`src/rtl/spi_rate_pkg.sv`:
```
package spi_rate_pkg;
  localparam int unsigned BYTE_W     = 8;
  localparam int unsigned DIV_W      = 16;
  localparam logic [15:0] DIV_RESET  = 16'h0002;
  localparam logic [15:0] MIN_MASTER = 16'h0003;
  localparam logic [15:0] MIN_SLAVE  = 16'h0004;
endpackage

```
`src/rtl/spi_rate_regs.sv`:
```
module spi_rate_regs #(
  parameter int unsigned BYTE_W    = 8,
  parameter int unsigned NUM_BYTES = 2,
  parameter int unsigned ADDR_W    = 1,
  parameter logic [BYTE_W*NUM_BYTES-1:0] RESET_VAL = '0
) (
  input  logic                          clk_i,
  input  logic                          rst_ni,
  input  logic                          wr_en_i,
  input  logic [ADDR_W-1:0]             addr_i,
  input  logic [BYTE_W-1:0]             wdata_i,
  output logic [BYTE_W*NUM_BYTES-1:0]   div_o,
  output logic [BYTE_W*NUM_BYTES-1:0]   div_next_o,
  output logic                          load_o,
  output logic [BYTE_W-1:0]             rdata_o
);
  logic [NUM_BYTES-1:0] sel;

  for (genvar b = 0; b < NUM_BYTES; b++) begin : g_byte
    logic [BYTE_W-1:0] byte_q;
    assign sel[b] = wr_en_i && (addr_i == ADDR_W'(b));
    always_ff @(posedge clk_i or negedge rst_ni) begin
      if (!rst_ni)     byte_q <= RESET_VAL[b*BYTE_W +: BYTE_W];
      else if (sel[b]) byte_q <= wdata_i;
    end
    assign div_o[b*BYTE_W +: BYTE_W]      = byte_q;
    // value the counter takes on a write edge
    assign div_next_o[b*BYTE_W +: BYTE_W] = sel[b] ? wdata_i : byte_q;
  end

  assign load_o = |sel;

  always_comb begin
    rdata_o = '0;
    for (int b = 0; b < NUM_BYTES; b++) begin
      if (addr_i == ADDR_W'(b)) rdata_o = div_o[b*BYTE_W +: BYTE_W];
    end
  end
endmodule

```
`src/rtl/spi_rate_limit.sv`:
```
module spi_rate_limit #(
  parameter int unsigned DIV_W      = 16,
  parameter logic [DIV_W-1:0] MIN_MASTER = 3,
  parameter logic [DIV_W-1:0] MIN_SLAVE  = 4,
  parameter logic [DIV_W-1:0] RESET_DIV  = 2
) (
  input  logic             clk_i,
  input  logic             rst_ni,
  input  logic             slave_mode_i,
  input  logic             load_i,
  input  logic [DIV_W-1:0] div_i,
  input  logic [DIV_W-1:0] div_next_i,
  output logic             bad_d_o,
  output logic             bad_o
);
  localparam logic RST_BAD = (RESET_DIV < MIN_MASTER) || (RESET_DIV < MIN_SLAVE);

  logic [DIV_W-1:0] min_div;
  logic             bad_q;

  assign min_div = slave_mode_i ? MIN_SLAVE : MIN_MASTER;
  // a write re-judges the divisor; otherwise the flag only accumulates
  assign bad_d_o = load_i ? (div_next_i < min_div) : (bad_q || (div_i < min_div));

  always_ff @(posedge clk_i or negedge rst_ni) begin
    if (!rst_ni) bad_q <= RST_BAD;
    else         bad_q <= bad_d_o;
  end

  assign bad_o = bad_q;
endmodule

```
`src/rtl/spi_rate_cnt.sv`:
```
module spi_rate_cnt #(
  parameter int unsigned DIV_W = 16,
  parameter logic [DIV_W-1:0] RESET_DIV = 2
) (
  input  logic             clk_i,
  input  logic             rst_ni,
  input  logic             en_i,
  input  logic             load_i,
  input  logic             block_i,
  input  logic [DIV_W-1:0] div_i,
  input  logic [DIV_W-1:0] div_next_i,
  output logic             tick_o,
  output logic             sck_o
);
  logic [DIV_W-1:0] cnt_q;
  logic             end_cnt, tick_d, tick_q, sck_q;

  assign end_cnt = (cnt_q <= DIV_W'(1));
  assign tick_d  = en_i && !load_i && end_cnt && !block_i;

  always_ff @(posedge clk_i or negedge rst_ni) begin
    if (!rst_ni)      cnt_q <= RESET_DIV;
    else if (load_i)  cnt_q <= div_next_i;
    else if (!en_i)   cnt_q <= div_i;
    else if (end_cnt) cnt_q <= div_i;
    else              cnt_q <= cnt_q - DIV_W'(1);
  end

  always_ff @(posedge clk_i or negedge rst_ni) begin
    if (!rst_ni) begin
      tick_q <= 1'b0;
      sck_q  <= 1'b0;
    end else begin
      tick_q <= tick_d;
      sck_q  <= sck_q ^ tick_d;
    end
  end

  assign tick_o = tick_q;
  assign sck_o  = sck_q;
endmodule

```
`src/rtl/spi_rate_gen.sv`:
```
module spi_rate_gen
  import spi_rate_pkg::*;
#(
  parameter int unsigned BW = BYTE_W,
  parameter int unsigned DW = DIV_W
) (
  input  logic          clk_i,
  input  logic          rst_ni,
  input  logic          en_i,
  input  logic          slave_mode_i,
  input  logic          wr_en_i,
  input  logic          addr_i,
  input  logic [BW-1:0] wdata_i,
  output logic [BW-1:0] rdata_o,
  output logic          tick_o,
  output logic          sck_o,
  output logic          div_bad_o
);
  localparam int unsigned NB = DW / BW;

  logic [DW-1:0] div, div_next;
  logic          load, bad_d;

  spi_rate_regs #(
    .BYTE_W(BW), .NUM_BYTES(NB), .ADDR_W(1), .RESET_VAL(DW'(DIV_RESET))
  ) u_regs (
    .clk_i(clk_i), .rst_ni(rst_ni), .wr_en_i(wr_en_i), .addr_i(addr_i),
    .wdata_i(wdata_i), .div_o(div), .div_next_o(div_next), .load_o(load),
    .rdata_o(rdata_o)
  );

  spi_rate_limit #(
    .DIV_W(DW), .MIN_MASTER(DW'(MIN_MASTER)), .MIN_SLAVE(DW'(MIN_SLAVE)),
    .RESET_DIV(DW'(DIV_RESET))
  ) u_limit (
    .clk_i(clk_i), .rst_ni(rst_ni), .slave_mode_i(slave_mode_i), .load_i(load),
    .div_i(div), .div_next_i(div_next), .bad_d_o(bad_d), .bad_o(div_bad_o)
  );

  spi_rate_cnt #(.DIV_W(DW), .RESET_DIV(DW'(DIV_RESET))) u_cnt (
    .clk_i(clk_i), .rst_ni(rst_ni), .en_i(en_i), .load_i(load), .block_i(bad_d),
    .div_i(div), .div_next_i(div_next), .tick_o(tick_o), .sck_o(sck_o)
  );
endmodule

```
`config.mk`:
```
export PLATFORM = sky130hd
export DESIGN_NAME = spi_rate_gen
export DESIGN_NICKNAME = d
export VERILOG_FILES = /design/src/rtl/spi_rate_pkg.sv /design/src/rtl/spi_rate_regs.sv /design/src/rtl/spi_rate_limit.sv /design/src/rtl/spi_rate_cnt.sv /design/src/rtl/spi_rate_gen.sv
export SDC_FILE = /design/constraint.sdc
export NUM_CORES = 1
export LEC_CHECK = 0
export ABC_CLOCK_PERIOD_IN_PS = 2510
export CELL_PAD_IN_SITES_DETAIL_PLACEMENT = 1
export CELL_PAD_IN_SITES_GLOBAL_PLACEMENT = 1
export CORE_ASPECT_RATIO = 1.1
export CORE_MARGIN = 2
export CORE_UTILIZATION = 43
export CTS_CLUSTER_DIAMETER = 40
export DETAILED_ROUTE_END_ITERATION = 10
export PLACE_DENSITY = 0.89
export SYNTH_ARGS = -nofsm -noshare
export SYNTH_HDL_FRONTEND = slang
export SYNTH_SLANG_ARGS = --single-unit
```
`constraint.sdc`:
```
create_clock -name clk_i -period 2.51 [get_ports clk_i]
set_input_delay 0.502 -clock clk_i [delete_from_list [all_inputs] [get_ports clk_i]]
set_output_delay 0.502 -clock clk_i [all_outputs]
set_load 0.05 [all_outputs]
```
=== Word level (Yosys, flattened, before mapping) ===
Index checks and enable logic that the tools add are counted.

* Output and inout bits: 11
* Register bits after elaboration: 35

* Bitwise gates (word level): 2
* Muxes and demuxes: 8
* Add/sub/neg operators: 1
* $lt $le $gt $ge: 3
* Reductions and logical operators: 9

{| class="wikitable"
|+ Operator list
! kind !! count
|-
| $mux 16 || 3
|-
| $lt 16x16->1 || 2
|-
| $mux 8 || 3
|-
| $le 16x1->1 const B || 1
|-
| $sub 16x1->16 const B || 1
|-
| $logic_and 1x1->1 || 5
|-
| $mux 3 || 1
|-
| $logic_not 1->1 || 2
|-
| $reduce_or 2->1 || 1
|-
| $logic_or 1x1->1 || 1
|-
| $mux 1 || 1
|-
| $not 1->1 || 1
|-
| $xor 1x1->1 || 1
|}

=== Depth between registers and ports, before layout ===
* Depth after elaboration: 8
* Mapped depth: 8

=== Modules after synthesis ===
A second synthesis with hierarchy kept.

* Cells, all modules: 208
* Area total of the unflattened synthesis: 2321.0 um^2

{| class="wikitable"
|+ By module, submodules not included
! module !! instances !! sequential area each (um^2) !! cells each !! area each (um^2)
|-
| spi_rate_cnt || 1 || 451.7 || 140 || 1366.3
|-
| spi_rate_regs || 1 || 401.6 || 45 || 748.2
|-
| spi_rate_limit || 1 || 26.3 || 23 || 206.4
|}

=== Least setup slack after synthesis ===
Ideal clock, no wire load.

* Path type: input port to output port
* Start: in addr_i
* End: out rdata_o[0]
* Cell stages on the path: 3
* Arrival: 1644 ps
* Setup slack: 364 ps
* Cell sequence: buf_1 -> clkbuf_1 -> mux2_2

* Longest elaborated chain between the ends: 1

{| class="wikitable"
|+ RTL lines
! element !! line !! text
|-
| start, declared || spi_rate_gen.sv:12 || <nowiki>input logic addr_i,</nowiki>
|-
| $mux 8 || spi_rate_regs.sv:36 || <nowiki>if (addr_i == ADDR_W'(b)) rdata_o = div_o[b*BYTE_W +: BYTE_W];</nowiki>
|-
| end, declared || spi_rate_gen.sv:14 || <nowiki>output logic [BW-1:0] rdata_o,</nowiki>
|}

No other way between the ends.

=== Worst setup path after layout ===
* Start: in addr_i
* End: out rdata_o[6]

The elaborated chain is that of the path after synthesis.

==> impl_metrics.ini <==
[route]
drc = 0
dr.pass1.iters = 4
wl_per_cell_um = 19.28
vias = 1881
wl_met3_um = 241
met2_length_um = 3197
drtAntennaViolNets = 0
highest_layer = met4
drt-initial-drc-count = 82
wl_met1_um = 2523
drt_wl_total_um = 6091
viasPerCell = 5.953

[synthesis]
ys_seq_area_share_pct = 40.85
netlist_instances = 224
ys_warn_count = 0
synthFlopType = dfrtp_1
synth_top_cell_by_area = dfrtp_1
synth_area_um2 = 2153
ys_types = 48
netlist.area_leader.share_pct = 37.19
postSynthAreaPerCell_um2 = 9.613
netlist_top_cells_area = dfrtp_1 37%, mux2_2 6.8%, nand2_1 6.1%
ys_seq_elements = 35
mappedNetlistNets = 244
synth_edf_count = 0
ys_async_sr_fraction_pct = 100.0

[setup_path]
rrSetupSlack_ns = 0.30
worst-setup-path-type = input port to output pin
cp_max_fo = 12
cp.arrival_ns = 1.80
end_kind = output pin
crit_required_ns = 2.01
reg2reg_depth = 6
worst_setup_path_start_kind = input port

[clocking]
clock_latency_ns = 0.29
ctsResizeCount = 0
path_clk_slew_ns = 0.07
post_cts_buffers = 0
clock_path_buffers = 2
htreeDepth = 2
hold_buffers = 0
numCtsBuffers = 5
clockRootBuffer = clkbuf_8
cts_tree = done
clock-sinks = 35

[sta]
setup_viol = 0
timing.final.crit_period_ns = 2.301
final.period_utilization_pct = 91.67
holdWs_ns = 0.4663
final.setup.tns_ns = 0
worst_pin_slew_ns = 0.5673
rsz0062_at_grt = no
drv_slew = 0
fmax_ghz = 0.4346
finalHoldViolations = 0
max_slew_margin_pct = 61.83
clock_skew_ns = 0.002327

[floorplan]
rows = 27
dieHeight_um = 78.22
io_pins = 25
coreArea_um2 = 4932
die_w_um = 71.47
start_util_pct = 43.66
design.die.area_um2 = 5590

[placed_design]
post-dp-hpwl_um = 4479
place_congestion = 0.9120
place_inst = 308
port_buffers = 24

[cells_and_area]
fillers = 561
synthToLayoutAreaGrowth_pct = 20.63
nNetsFinal = 277
finalNonFillerCells = 316
drive_above_1_share_pct = 18.22
final_core_util_pct = 52.66
antennaDiodeCount = 0

[power_and_ir_drop]
seq_power_share_pct = 43.3
p_int_w = 0.001113
p_sw_share_pct = 36.08
power_leakage_nw = 1.166
max-vdd-ir-drop_mv = 0.3825
power.share.clock_pct = 26.6
power_w = 0.001741
pwr-share-comb_pct = 30.1
powerDensity_nw_per_um2 = 670.3
switchingPower_w = 0.0006282

[worst_hold_path]
whs_path_depth = 1
hold_class = register to register

[global_route]
antenna_found_initial = 0
grt_pass1_wl_um = 10320
grt_usage_pct = 23.83
overflow = 0
grt_max_degree = 36
first_global_vias = 2026

[run]
maxCapViolations = 0

[status]
status = finished clean
==> power groups by stage <==
stage | clock network [W] | logic [W] | registers [W]
2_1_floorplan | 0 | 0.000352 | 0.000729
3_3_place_gp | 0 | 0.000501 | 0.000754
3_5_place_dp | 0 | 0.000516 | 0.000762
4_1_cts | 0.000469 | 0.000526 | 0.000753
5_1_grt | 0.000489 | 0.000570 | 0.000768
6_report | 0.000463 | 0.000524 | 0.000754
==> critical path: stages <==
cell and delay [ns]:
clkdlybuf4s50_1 0.51, buf_4 0.23, mux2_2 0.36, buf_4 0.19
==> area by class of cell <==
type,count,area [um^2],area share (%)
Multi-Input combinational cell,173,1209,46.53
Timing Repair Buffer,36,310.3,11.95
Sequential cell,35,879.6,33.86
Clock buffer,7,96.34,3.709
Tap cell,58,72.57,2.794
Inverter,6,22.52,0.8671
Clock inverter,1,7.507,0.2890
==> cells in the mapped netlist, drive strengths merged (3+ instances only) <==
library cell and instances:
nor3 3, inv 6, ha 6, dfstp 3
o21ai 18, xor2 8, nand2 35, dfrtp 32
a21oi 5, mux2i 10, xnor2 5, nand2b 3
nand4 5, a221o 3, clkbuf 7, nor2 13
mux2 20, nor4 8, buf 3
==> path summary, 6_finish.rpt <==
path                                  from                          to
setup / recovery                    addr_i                  rdata_o[6]
hold / removal                 u_cnt.sck_o                 u_cnt.sck_o
setup reg to reg           u_cnt.cnt_q[12]             u_cnt.cnt_q[11]
hold reg to reg                u_cnt.sck_o                 u_cnt.sck_o
max in group asynchronous           rst_ni               u_limit.bad_o
min in group asynchronous           rst_ni  u_regs.g_byte[0].byte_q[7]
==> flip-flops by register name, indices dropped and copies added, names as in the netlist <==
name / cells
u_regs.g_byte.byte_q: 16
u_limit.bad_o: 1
u_cnt.tick_o: 1
u_cnt.cnt_q: 16
u_cnt.sck_o: 1
==> through the flow <==
step	area (um^2)	setup WS (ns)
final	2597	0.2091
after global routing	2597	0.1632
after global placement	2494	0.1467
after CTS	2597	0.2155
after detailed placement	2494	0.1161
after floorplan	2153	0.3645
==> kinds of logic after synthesis <==
| group | share of synthesized area, % |
|---|---|
| AOI/OAI and AO/OA | 11.10 |
| xor gates and xnor gates | 5.288 |
| adders and majority gates | 3.486 |
| buffers and inverters | 3.021 |
| DFF | 40.85 |
| muxes | 15.11 |
| and+or+nand+nor | 21.15 |
==> per-layer routing <==
layer,GRT usage (%),up-vias
li1,-,867
met1,29.64,951
met2,42.13,51
met3,3.081,12
met4,8.113,0
met5,0,-
==> layout by cell type, fill, tap and decap left out, types with 4 or more instances in the layout <==
cell,synthesis,routed
nand4_1,4,4
nor2_1,13,13
a21oi_1,5,5
dfrtp_1,32,32
mux2i_1,10,10
o21ai_0,5,5
ha_1,6,6
buf_4,1,20
nand2_1,35,35
inv_1,6,6
xor2_1,8,8
clkdlybuf4s50_1,0,16
mux2_1,7,7
clkbuf_8,0,7
xnor2_1,5,5
mux2_2,13,13
o21ai_1,13,13
nor4_1,6,6
Note: power is estimated with default switching activity, not from simulation.
